### src/rtl/gate_pkg.sv
package gate_pkg;

    typedef enum logic [1:0] {
        FL_CLEAR = 2'd0,
        FL_STOP  = 2'd1,
        FL_STBY  = 2'd2,
        FL_BOTH  = 2'd3
    } flag_state_e;

    typedef enum logic [2:0] {
        T_SPRIV  = 3'd0,
        T_NSPRIV = 3'd1,
        T_LPSEC  = 3'd2,
        T_UNLOCK = 3'd3,
        T_FCLR   = 3'd4,
        T_BKPREG = 3'd5,
        T_NONE   = 3'd6
    } target_e;

    typedef struct packed {
        logic sp;
        logic nsp;
        logic lps;
        logic unlock;
    } gate_cfg_t;

endpackage

### src/rtl/gate_decode.sv
module gate_decode
    import gate_pkg::*;
#(
    parameter int ADDR_W = 4
) (
    input  logic [ADDR_W-1:0] addr,
    input  logic              secure,
    input  logic              priv,
    input  gate_cfg_t         cfg,
    output target_e           target,
    output logic              allow
);
    localparam int TOP  = ADDR_W - 1;
    localparam int LOWW = ADDR_W - 1;

    logic [LOWW-1:0] low;
    logic            lp_ok;

    assign low = addr[LOWW-1:0];

    always_comb begin
        target = T_NONE;
        if (addr[TOP]) begin
            target = T_BKPREG;
        end else if (low == LOWW'(0)) begin
            target = T_SPRIV;
        end else if (low == LOWW'(1)) begin
            target = T_NSPRIV;
        end else if (low == LOWW'(2)) begin
            target = T_LPSEC;
        end else if (low == LOWW'(3)) begin
            target = T_UNLOCK;
        end else if (low == LOWW'(4)) begin
            target = T_FCLR;
        end
    end

    // The world that owns the low-power controls decides the rule.
    assign lp_ok = cfg.lps ? (secure && (!cfg.sp || priv))
                           : (!cfg.nsp || priv);

    always_comb begin
        unique case (target)
            T_SPRIV:  allow = secure && priv;
            T_NSPRIV: allow = priv;
            T_LPSEC:  allow = secure && (!cfg.sp || priv);
            T_UNLOCK: allow = lp_ok;
            T_FCLR:   allow = lp_ok;
            T_BKPREG: allow = cfg.unlock;
            default:  allow = 1'b0;
        endcase
    end

endmodule

### src/rtl/gate_cfg_regs.sv
module gate_cfg_regs
    import gate_pkg::*;
(
    input  logic      clk,
    input  logic      rst_n,
    input  logic      wr_ok,
    input  target_e   target,
    input  logic      d0,
    output gate_cfg_t cfg
);
    always_ff @(posedge clk or negedge rst_n) begin
        if (!rst_n) begin
            cfg <= '0;
        end else if (wr_ok) begin
            unique case (target)
                T_SPRIV:  cfg.sp     <= d0;
                T_NSPRIV: cfg.nsp    <= d0;
                T_LPSEC:  cfg.lps    <= d0;
                T_UNLOCK: cfg.unlock <= d0;
                default:  ;
            endcase
        end
    end

endmodule

### src/rtl/gate_flag_fsm.sv
module gate_flag_fsm
    import gate_pkg::*;
(
    input  logic clk,
    input  logic rst_n,
    input  logic set_stop,
    input  logic set_stby,
    input  logic clr_cmd,
    output logic stop_flag,
    output logic stby_flag
);
    flag_state_e state_q, state_d;
    logic        keep_stop, keep_stby;

    always_comb begin
        keep_stop = 1'b0;
        keep_stby = 1'b0;
        unique case (state_q)
            FL_CLEAR: begin keep_stop = 1'b0; keep_stby = 1'b0; end
            FL_STOP:  begin keep_stop = 1'b1; keep_stby = 1'b0; end
            FL_STBY:  begin keep_stop = 1'b0; keep_stby = 1'b1; end
            FL_BOTH:  begin keep_stop = 1'b1; keep_stby = 1'b1; end
        endcase
        if (clr_cmd) begin
            keep_stop = 1'b0;
            keep_stby = 1'b0;
        end
        // Set pulses are applied after the clear, so they win.
        state_d = flag_state_e'({keep_stby | set_stby, keep_stop | set_stop});
    end

    always_ff @(posedge clk or negedge rst_n) begin
        if (!rst_n) state_q <= FL_CLEAR;
        else        state_q <= state_d;
    end

    always_comb begin
        unique case (state_q)
            FL_CLEAR: begin stop_flag = 1'b0; stby_flag = 1'b0; end
            FL_STOP:  begin stop_flag = 1'b1; stby_flag = 1'b0; end
            FL_STBY:  begin stop_flag = 1'b0; stby_flag = 1'b1; end
            FL_BOTH:  begin stop_flag = 1'b1; stby_flag = 1'b1; end
        endcase
    end

    // a set pulse always shows in its flag on the next cycle
    a_r8_stop_set_wins: assert property (@(posedge clk) disable iff (!rst_n)
        set_stop |=> stop_flag);
    a_r8_stby_set_wins: assert property (@(posedge clk) disable iff (!rst_n)
        set_stby |=> stby_flag);
    // a clear without a set pulse leaves the flags low
    a_r7_clear_drops: assert property (@(posedge clk) disable iff (!rst_n)
        (clr_cmd && !set_stop && !set_stby) |=> (!stop_flag && !stby_flag));

endmodule

### src/rtl/sec_priv_reg_gate.sv
module sec_priv_reg_gate
    import gate_pkg::*;
#(
    parameter int ADDR_W = 4,
    parameter int DATA_W = 32
) (
    input  logic              clk,
    input  logic              rst_n,
    input  logic              wr_en,
    input  logic [ADDR_W-1:0] wr_addr,
    input  logic [DATA_W-1:0] wr_data,
    input  logic              wr_secure,
    input  logic              wr_priv,
    input  logic              set_stop,
    input  logic              set_stby,
    output logic              wr_accept,
    output logic              wr_reject,
    output logic              bkp_wr_stb,
    output logic [ADDR_W-2:0] bkp_wr_addr,
    output logic [DATA_W-1:0] bkp_wr_data,
    output logic              cfg_sec_priv,
    output logic              cfg_ns_priv,
    output logic              cfg_lp_sec,
    output logic              cfg_bkp_unlock,
    output logic              stop_flag,
    output logic              stby_flag
);
    localparam int IDXW = ADDR_W - 1;

    gate_cfg_t cfg;
    target_e   target;
    logic      allow, wr_ok, clr_cmd;

    gate_decode #(.ADDR_W(ADDR_W)) u_decode (
        .addr   (wr_addr),
        .secure (wr_secure),
        .priv   (wr_priv),
        .cfg    (cfg),
        .target (target),
        .allow  (allow)
    );

    assign wr_ok   = wr_en && allow;
    assign clr_cmd = wr_ok && (target == T_FCLR) && wr_data[0];

    gate_cfg_regs u_cfg (
        .clk    (clk),
        .rst_n  (rst_n),
        .wr_ok  (wr_ok),
        .target (target),
        .d0     (wr_data[0]),
        .cfg    (cfg)
    );

    gate_flag_fsm u_flags (
        .clk       (clk),
        .rst_n     (rst_n),
        .set_stop  (set_stop),
        .set_stby  (set_stby),
        .clr_cmd   (clr_cmd),
        .stop_flag (stop_flag),
        .stby_flag (stby_flag)
    );

    always_ff @(posedge clk or negedge rst_n) begin
        if (!rst_n) begin
            wr_accept   <= 1'b0;
            wr_reject   <= 1'b0;
            bkp_wr_stb  <= 1'b0;
            bkp_wr_addr <= '0;
            bkp_wr_data <= '0;
        end else begin
            wr_accept  <= wr_ok;
            wr_reject  <= wr_en && !allow;
            bkp_wr_stb <= wr_ok && (target == T_BKPREG);
            if (wr_ok && (target == T_BKPREG)) begin
                bkp_wr_addr <= wr_addr[IDXW-1:0];
                bkp_wr_data <= wr_data;
            end
        end
    end

    assign cfg_sec_priv   = cfg.sp;
    assign cfg_ns_priv    = cfg.nsp;
    assign cfg_lp_sec     = cfg.lps;
    assign cfg_bkp_unlock = cfg.unlock;

    // never both outcomes at once
    a_r10_one_outcome: assert property (@(posedge clk) disable iff (!rst_n)
        !(wr_accept && wr_reject));
    // each write request leads to one outcome pulse
    a_r10_outcome_due: assert property (@(posedge clk) disable iff (!rst_n)
        wr_en |=> (wr_accept || wr_reject));
    // a rejected write leaves every configuration cell unchanged
    a_r10_reject_no_change: assert property (@(posedge clk) disable iff (!rst_n)
        wr_reject |-> ($stable(cfg_sec_priv) && $stable(cfg_ns_priv)
                       && $stable(cfg_lp_sec) && $stable(cfg_bkp_unlock)));
    // secure-privilege cell moves only after a secure privileged write
    a_r2_spriv_guard: assert property (@(posedge clk) disable iff (!rst_n)
        !$stable(cfg_sec_priv) |-> $past(wr_en && wr_secure && wr_priv));
    // non-secure-privilege cell moves only after a privileged write
    a_r3_nspriv_guard: assert property (@(posedge clk) disable iff (!rst_n)
        !$stable(cfg_ns_priv) |-> $past(wr_en && wr_priv));
    // backup strobe only while the unlock cell was set
    a_r9_bkp_needs_unlock: assert property (@(posedge clk) disable iff (!rst_n)
        bkp_wr_stb |-> ($past(cfg_bkp_unlock) && wr_accept));

endmodule

### config.mk
export PLATFORM = sky130hd
export DESIGN_NAME = sec_priv_reg_gate
export DESIGN_NICKNAME = d
export VERILOG_FILES = /design/src/rtl/gate_pkg.sv /design/src/rtl/gate_decode.sv /design/src/rtl/gate_cfg_regs.sv /design/src/rtl/gate_flag_fsm.sv /design/src/rtl/sec_priv_reg_gate.sv
export SDC_FILE = /design/constraint.sdc
export NUM_CORES = 1
export LEC_CHECK = 0
export ABC_AREA = 1
export BUFFER_PORTS_ARGS = -buffer_cell sky130_fd_sc_hd__clkbuf_2
export CORE_MARGIN = 3
export CORE_UTILIZATION = 42
export DETAILED_ROUTE_END_ITERATION = 6
export PLACE_DENSITY = 0.75
export SLEW_MARGIN = 20
export SYNTH_ARGS = -nofsm -noshare
export SYNTH_HDL_FRONTEND = slang
export SYNTH_SLANG_ARGS = --single-unit
### constraint.sdc
create_clock -name clk -period 1.24 [get_ports clk]
set_input_delay 0.062 -clock clk [delete_from_list [all_inputs] [get_ports clk]]
set_output_delay 0.062 -clock clk [all_outputs]
set_load 0.05 [all_outputs]
# ---- Word level (Yosys, flattened, before mapping)
# Index checks and enable logic that the tools add are counted.
dict set report word_totals {
  out_inout_bits 44
  wordCells 60
  regBits 44
}
dict set report op_classes {
  reduce_logical 24
  muxes 12
  n_bitwise 2
  eq_ne 12
}
# operator n
set ops {}
lappend ops {{$mux W3} 5}
lappend ops {{$eq A3 B2 Y1 const B} 4}
lappend ops {{$reduce_or A2 Y1} 5}
lappend ops {{$eq A3 B3 Y1 const B} 3}
lappend ops {{$reduce_and A2 Y1} 4}
lappend ops {{$logic_and A1 B1 Y1} 7}
lappend ops {{$eq A3 B1 Y1 const B} 2}
lappend ops {{$logic_not A3 Y1} 2}
lappend ops {{$pmux W1 S5} 1}
lappend ops {{$eq A2 B2 Y1 const B} 2}
lappend ops {{$pmux W1 S2} 2}
lappend ops {{$logic_not A1 Y1} 3}
lappend ops {{$mux W1} 3}
lappend ops {{$eq A2 B1 Y1 const B} 1}
lappend ops {{$logic_not A2 Y1} 1}
lappend ops {{$logic_or A1 B1 Y1} 2}
lappend ops {{$mux W2} 1}
lappend ops {{$or A1 B1 Y1} 2}

# ---- Depth between registers and ports, before layout
# Gate-level depths: netlist (run 1).
dict set report logic_depth {
  word_depth 15
  depth_mapped 11
  depth_no_buf 10
}

# ---- Modules after synthesis
# A second synthesis (run 1) with hierarchy kept.
dict set report hier_totals {
  hier_cells 271
  hier_area_um2 2229.6
}
# module cells_each area_each_um2 seq_area_each_um2 n_inst
set modules_own_cells {}
lappend modules_own_cells {sec_priv_reg_gate 204 1826.8 950.9 1}
lappend modules_own_cells {gate_cfg_regs 29 206.4 100.1 1}
lappend modules_own_cells {gate_decode 27 112.6 0.0 1}
lappend modules_own_cells {gate_flag_fsm 11 83.8 50.0 1}

# ---- Worst setup path before layout (run 1)
# No wires, ideal clock.
dict set report synth_timing {
  path_kind {register to register}
  from {register u_cfg.cfg[3] (netlist name)}
  to {register u_cfg.cfg[1] (netlist name)}
  n_path_buf 2
  t_arrival_ns 1.473
  path_stages_with_launch 12
  path_slack_ns -0.352
  setup_time_ns 0.119
  path_cell_list {dfrtp_1 inv_1 nand2_1 nand2_1 nand2_1 nand2_1 nor2_1 nand3_2 buf_6 buf_6 nand4_1 nand2_1}
}
dict set report synth_via {
  elab_chain_len 7
}
# item line_no
set synth_rtl {}
lappend synth_rtl {{$logic_not A1 Y1 *} {gate_decode.sv:39, gate_decode.sv:46}}
lappend synth_rtl {{$logic_or A1 B1 Y1 *} {gate_decode.sv:39, gate_decode.sv:46}}
lappend synth_rtl {{$logic_and A1 B1 Y1 *} {gate_decode.sv:39, gate_decode.sv:46}}
lappend synth_rtl {{$mux W1} gate_decode.sv:39} ;# assign lp_ok = cfg.lps ? (secure && (!cfg.sp || priv))
lappend synth_rtl {{$pmux W1 S5 *} gate_decode.sv:43} ;# unique case (target)
lappend synth_rtl {{$logic_and A1 B1 Y1 *} sec_priv_reg_gate.sv:43} ;# assign wr_ok = wr_en && allow;
lappend synth_rtl {{$reduce_and A2 Y1 (no source line) *} --}
# Mark *: on every way between the ends. The rest lies on a longest branch, timed or not.
# A chain may end at the register's enable or synchronous reset.

# ---- Worst setup path in the final report (run 1)
dict set report layout_timing {
  from {register u_cfg.cfg[3] (netlist name)}
  to {register bkp_wr_data[30]}
}
dict set report layout_via {
  elab_chain_len 7
}
# item line_no
set layout_rtl {}
lappend layout_rtl {{$logic_not A1 Y1 *} {gate_decode.sv:39, gate_decode.sv:46}}
lappend layout_rtl {{$logic_or A1 B1 Y1 *} {gate_decode.sv:39, gate_decode.sv:46}}
lappend layout_rtl {{$logic_and A1 B1 Y1 *} {gate_decode.sv:39, gate_decode.sv:46}}
lappend layout_rtl {{$mux W1} gate_decode.sv:39}
lappend layout_rtl {{$pmux W1 S5 *} gate_decode.sv:43}
lappend layout_rtl {{$logic_and A1 B1 Y1 *} sec_priv_reg_gate.sv:43}
lappend layout_rtl {{$logic_and A1 B1 Y1 *} sec_priv_reg_gate.sv:76} ;# if (wr_ok && (target == T_BKPREG)) begin
lappend layout_rtl {{end signal, assigned} sec_priv_reg_gate.sv:78} ;# bkp_wr_data <= wr_data;
lappend layout_rtl {{end, declared} sec_priv_reg_gate.sv:20} ;# output logic [DATA_W-1:0] bkp_wr_data,
# Marks and branches as above.

==> results of run 1 <==
worst paths after layout:
path / slack, ns / start / end
worst max-delay path: -0.18 / u_cfg.cfg[3]$_DFFE_PN0P_ / bkp_wr_data[30]$_DFFE_PN0P_
worst min-delay path: 0.001 / wr_data[27] / bkp_wr_data[27]$_DFFE_PN0P_
worst max register to register: -0.18 / u_cfg.cfg[3]$_DFFE_PN0P_ / bkp_wr_data[30]$_DFFE_PN0P_
worst min register to register: 0.47 / bkp_wr_data[1]$_DFFE_PN0P_ / bkp_wr_data[1]$_DFFE_PN0P_
max in group asynchronous: 0.73 / rst_n / u_cfg.cfg[1]$_DFFE_PN0P_
min in group asynchronous: 0.28 / rst_n / bkp_wr_stb$_DFF_PN0_
tightest hold or removal path, stage by stage:
cell,delay [ns]
clkbuf_2,0.08
nand4_1,0.08
nand2_1,0.05
layout make-up:
type                       count  area [um2]
sequential                    44        1100
inverter                      13        48.8
tap                           52        65.1
clock inverter                 1        7.51
timing repair buffer         129         946
clock buffer                   7        86.3
fill                         375        1420
multi-input combinational    154         800
flip-flops by register name, summed over array words and instances (netlist names):
register / count
bkp_wr_addr: 3
bkp_wr_stb: 1
bkp_wr_data: 32
wr_reject: 1
u_cfg.cfg: 4
wr_accept: 1
u_flags.state_q: 2
layout by cell type (no fill, tap or decap), drive strengths merged:
master	synthesis	layout
inv	13	13
dlygate4sd3	0	16
nand4	40	40
nand3	10	10
buf	11	23
nor2	7	7
dfrtp	44	44
clkinvlp	0	1
clkbuf	8	97
nand2	96	96
o21bai	1	1
power by group through the flow:
stage	combinational, uW	sequential (uW)	clock [uW]
floorplan	422	3210	0
global placement	2220	2000	0
detailed placement	2250	2010	0
CTS	2280	1980	961
global route	2630	2060	1030
finish	2480	2020	935
layer usage:
| layer | track usage [%] | vias up | part of all wire, % | wire length [um] |
|---|---|---|---|---|
| met5 | 0 | - | 0 | 0 |
| met4 | 5.73 | 0 | 0.60 | 36 |
| met3 | 4.94 | 6 | 6.3 | 376 |
| met2 | 31.0 | 75 | 50 | 2960 |
| met1 | 25.4 | 983 | 43 | 2580 |
| li1 | - | 995 | - | - |
cells by family after synthesis:
family,count (synthesis),synth area share [%]
compound gates,1,0.377
buf+inv,32,9.12
flops,44,55.3
simple gates,153,35.2
stage by stage:
stage | hold slack (ns) | TNS [ns] | cells | total power, uW | worst slack (ns)
3_3_place_gp | 0.0649 | -2.27 | 366 | 4220 | -0.0662
2_1_floorplan | -0.234 | -9.35 | 230 | 3640 | -0.227
3_5_place_dp | 0.0659 | -4.16 | 366 | 4260 | -0.122
5_1_grt | 0.000837 | -10.03 | 400 | 5720 | -0.254
4_1_cts | 0.0000231 | -4.74 | 387 | 5230 | -0.133
6_report | 0.00115 | -6.75 | 400 | 5430 | -0.183
timing repair:
| item | 4_1_cts | 5_1_grt |
|---|---|---|
| setup buffers | 0 | 4 |
| gates cloned | 0 | 7 |
| setup endpoints to repair | 43 | 44 |
| pin swaps | 0 | 6 |
| resized for setup | 0 | 31 |
| endpoints found under the hold margin | 56 | 3 |
| hold buffers | 13 | 3 |
==> run summary, run 1 <==
buffers added on ports -> 86
later-pin clock latency in the skew report -> 0.29 ns
hpwl dp -> 3.54 mm
Synth Area per Inst -> 8.65 um2
worst-path cell chain -> inv_2, nand2_1, nand2_1, nand2_1, nand2_1, nor2_2, nand3_4, buf_12, clkbuf_16, nand4_1, nand2_1
Psw -> 2540 uW
Hold Vio Cnt, Final -> 0
Relative slew margins -> 77.8%
Combinational Power Share -> 45.7%
outcome -> finished, violations left
Critical Path AT -> 1.61 ns
drt initial violations -> 103
top post-synthesis cells by area -> dfrtp_1, nand2_1, nand4_1
share of cells above drive strength 1 -> 43.4%
Total Die Area -> 0.00560 mm2
CTS Sinks -> 44
dpl cell area -> 0.00253 mm2
Detailed Route WL -> 5.96 mm
instance count on the critical path -> 11
Leak -> 0.00171 uW
routed via count -> 2059
Max FO, Critical Path -> 9
GP Congestion -> 0.803
setup violators final -> 44
Worst Setup Path Type -> flip-flop to flip-flop
hold-critical path depth -> 3
RSZ-0062 raised after global routing -> yes
minimum clock period -> 1.42 ns
core area -> 0.00447 mm2
post-synth cell types -> 14
Hold Crit Class -> input port to flip-flop
count leader, synth -> nand2_1
overall routing resource usage -> 19.2%
CP top delay family -> simple AND/OR/NAND/NOR gates
Slew @ Worst Pin -> 0.333 ns
Layout area overhead -> 53.7%
Net Sw Frac -> 46.7%
# rows -> 24
Synth async-reset ratio -> 100%
Mapped Area -> 0.00199 mm2
Max VDD drop -> 932 uV
first-pass GRT wire length -> 8.26 mm
clk buf depth -> 2
worst reg2reg path depth -> 11
max cap viols -> 0
fmax -> 0.703 GHz
Net Count, Synth -> 273
Antenna Nets Post-Route -> 0
EDFF count, synth -> 0
Synth top cells by count -> nand2_1, dfrtp_1, nand4_1, inv_1
fin nets -> 390
startpoint types -> flip-flop
CP Capture Type -> flip-flop
design area -> 0.00306 mm2
register area share after synthesis -> 55.3%
fin util -> 68.3%
Synth top area share -> 55.3%
main flop type after synthesis -> dfrtp_1
die span in y -> 74.8 um
Sequential Power Share -> 37.1%
Antenna diodes -> 0
PD cells -> 1780 mW/mm2
leading area contributor after synthesis -> dfrtp_1
clock network power share -> 17.2%
failing checks -> negative setup slack
Worst Path Required -> 1.43 ns
starting density of the core -> 44.5%
# H-tree levels -> 2
Crit-path slowest cell -> dfrtp_2
Inserted Clock Buffers -> 5
io pins -> 87
Via density -> 5.15
largest net degree at the start of global routing -> 45
Worst-path clk slew -> 0.08 ns
Synth warnings -> 0
TritonRoute pass-1 iters -> 4
clk_skew -> 0.00418 ns
vias in the first global route -> 1802
CTS Root Cell -> clkbuf_8
Final Max Tran Viols -> 0
P_int -> 2900 uW
max incr delay on CP -> 0.38 ns
setup ws final -> -0.183 ns
CTS tree -> built
initial antenna violation count -> 0
most frequent CP cell -> nand2_1
total grt overflow -> 0
DR WL/cell -> 14.9 um
crit share post-route -> 115%
die width -> 74.8 um
Synth Instances -> 230
Synth Register Bits -> 44
CP bufs+invs -> 3
drt drc -> 0
Power figures use the tool's default switching activity.
==> inputs of run 2 (changes only) <==
- CORE_MARGIN: 3 -> 10
- CORE_UTILIZATION: 42 -> 44
- CTS_CLUSTER_DIAMETER: unset -> 80
- PLACE_DENSITY: 0.75 -> 0.76
- SYNTH_HIERARCHICAL: unset -> 1
==> run summary, run 2 <==
routed via count -> 2231
total grt overflow -> 0
Inserted Clock Buffers -> 5
hpwl dp -> 4.56 mm
GP Congestion -> 0.845
failing checks -> negative hold slack, negative setup slack
TritonRoute pass-1 iters -> 4
Antenna diodes -> 0
Final Max Tran Viols -> 0
Hold Vio Cnt, Final -> 1
most frequent cells in the layout -> clkbuf_2, nand2_1, inv_1, dfrtp_1, o21bai_1
setup violators final -> 43
design area -> 0.00359 mm2
Net Count, Synth -> 314
non-filler cells, final -> 478
setup ws final -> -0.407 ns
cell count after placement -> 437
EDFF count, synth -> 0
Layout area overhead -> 61.1%
die width -> 91.2 um
initial antenna violation count -> 0
post-synth cell types -> 17
Via density -> 4.67
max cap viols -> 0
DR WL/cell -> 14.7 um
Synth top area share -> 49.4%
Hold Slack -> -0.00142 ns
Synth Area per Inst -> 8.23 um2
overall routing resource usage -> 16.5%
dpl cell area -> 0.00306 mm2
largest net degree at the start of global routing -> 45
Tot Pwr -> 5980 uW
# rows -> 25
Crit-path slowest cell -> dfrtp_2
crit share post-route -> 133%
Worst Path Required -> 1.42 ns
worst-path cell chain -> nand2_2, inv_2, nor2_1, nand3_1, nand2_1, nand2_2, nand2_4, buf_4, nand3_4, buf_12, o21bai_1, nand2_1
Filler Cell Count -> 361
later-pin clock latency in the skew report -> 0.29 ns
count leader, synth -> nand2_1
top flop regs -> bkp_wr_data x32, u_cfg/cfg x4, bkp_wr_addr x3
Total Die Area -> 0.00831 mm2
CP bufs+invs -> 3
Top reg by flops -> bkp_wr_data
outcome -> finished, violations left
Leak -> 0.00191 uW
buffers added on ports -> 86
RSZ-0062 raised after global routing -> yes
Multi-input gate area -> 0.00100 mm2
register area share after synthesis -> 49.4%
clk buf depth -> 2
die span in y -> 91.2 um
CTS Sinks -> 44
Antenna Nets Post-Route -> 0
Max VDD drop -> 1070 uV
CP top delay family -> simple AND/OR/NAND/NOR gates
# H-tree levels -> 2
Synth Register Bits -> 44
CTS tree -> built
share of cells above drive strength 1 -> 42.1%
Worst Setup Path Type -> flip-flop to flip-flop
minimum clock period -> 1.65 ns
Detailed Route WL -> 7.01 mm
drt initial violations -> 98
startpoint types -> flip-flop
Slew @ Worst Pin -> 0.321 ns
Worst-path clk slew -> 0.08 ns
drt drc -> 0
Storage cell area -> 0.00110 mm2
Synth top cells by count -> nand2_1, inv_1, dfrtp_1, nand3_1, o21bai_1
clk_skew -> 0.00642 ns
leading area contributor after synthesis -> dfrtp_1
Hold Crit Class -> input port to flip-flop
CTS Root Cell -> clkbuf_8
Max FO, Critical Path -> 19
fmax -> 0.607 GHz
Relative slew margins -> 78.6%
Synth Instances -> 271
starting density of the core -> 46.3%
max incr delay on CP -> 0.43 ns
PD cells -> 1660 mW/mm2
core area -> 0.00482 mm2
fin nets -> 453
io pins -> 87
Synth async-reset ratio -> 100%
Critical Path AT -> 1.82 ns
Mapped Area -> 0.00223 mm2
main flop type after synthesis -> dfrtp_1
Synth warnings -> 6
most common cell after layout, fill and taps aside -> clkbuf_2
first-pass GRT wire length -> 11.5 mm
top post-synthesis cells by area -> dfrtp_1, o21bai_1, nand2_1
fin util -> 74.5%
max reg flops -> 32
CP Capture Type -> flip-flop
vias in the first global route -> 2321
## run 2: changes by cell type in the layout (fill, tap and decap cells not counted), moves of 11 or more
cell,delta
nand2_1,-19
nand3_1,+11
nand2_2,-13
o21bai_1,+33
nand4_1,-40
inv_1,+38
nand3_2,+22
## run 2: cell type report
type	count	area share (%)
clock buffers	8	2.51
inverters	54	5.64
multi-input cells	159	27.9
flip-flops and latches	44	30.8
well taps	67	2.33
repair buffers	146	30.8
## run 2: tightest hold or removal path, delay by kind of cell
family	cells	cell delay, ns
simple gates	2	0.10
buf+inv	1	0.09
## run 2: routing by layer
metal  up-vias  global-route usage [%]  routed length [um]
met3        10                    5.19                 437
met1      1035                    20.3                3130
li1       1117                       -                   -
met5         -                       0                   0
met2        69                    27.3                3350
met4         0                    4.31                  91
## run 2: path summary, 6_finish.rpt
path | start | end | slack [ns] | cells after the start
worst max-delay path | u_cfg/cfg[3]$_DFFE_PN0P_ | bkp_wr_data[20]$_DFFE_PN0P_ | -0.41 | 12
worst min-delay path | wr_data[8] | bkp_wr_data[8]$_DFFE_PN0P_ | -0.001 | 3
worst max register to register | u_cfg/cfg[3]$_DFFE_PN0P_ | bkp_wr_data[20]$_DFFE_PN0P_ | -0.41 | 12
worst min register to register | u_flags/state_q[0]$_DFF_PN0_ | u_flags/state_q[0]$_DFF_PN0_ | 0.48 | 2
max in group asynchronous | rst_n | u_cfg/cfg[2]$_DFFE_PN0P_ | 0.73 | 3
min in group asynchronous | rst_n | bkp_wr_data[25]$_DFFE_PN0P_ | 0.29 | 3
## run 2: stage by stage
step | TNS [ns] | hold slack [ns] | setup WS, ns
2_1_floorplan | -13.27 | -0.234 | -0.352
3_3_place_gp | -9.75 | 0.0641 | -0.270
3_5_place_dp | -11.94 | 0.0666 | -0.329
4_1_cts | -12.92 | 0.00125 | -0.354
5_1_grt | -20.23 | 0.00393 | -0.508
6_report | -15.59 | -0.00142 | -0.407
## run 2: logic make-up (layout without fill, tap and decap cells)
kind of cell	Yosys count	count (layout)	synth area share, %
flops	44	44	49.4
buf+inv	68	208	13.5
compound gates	39	39	12.7
simple gates	120	120	24.5
## run 2: power breakdown
group	leakage (uW)	total, uW	switching, uW	internal, uW
Sequential	0.000528	2060	234	1820
Combinational	0.00133	3000	2130	874
Clock	0.0000455	918	463	455
## run 2: what timing repair did
item,in CTS,in global routing
buffers inserted,4,2
pin swaps,2,20
hold buffers,23,2
endpoints found under the hold margin,66,2
gates cloned,2,2
endpoints found under the setup margin,43,44
resized for setup,2,16
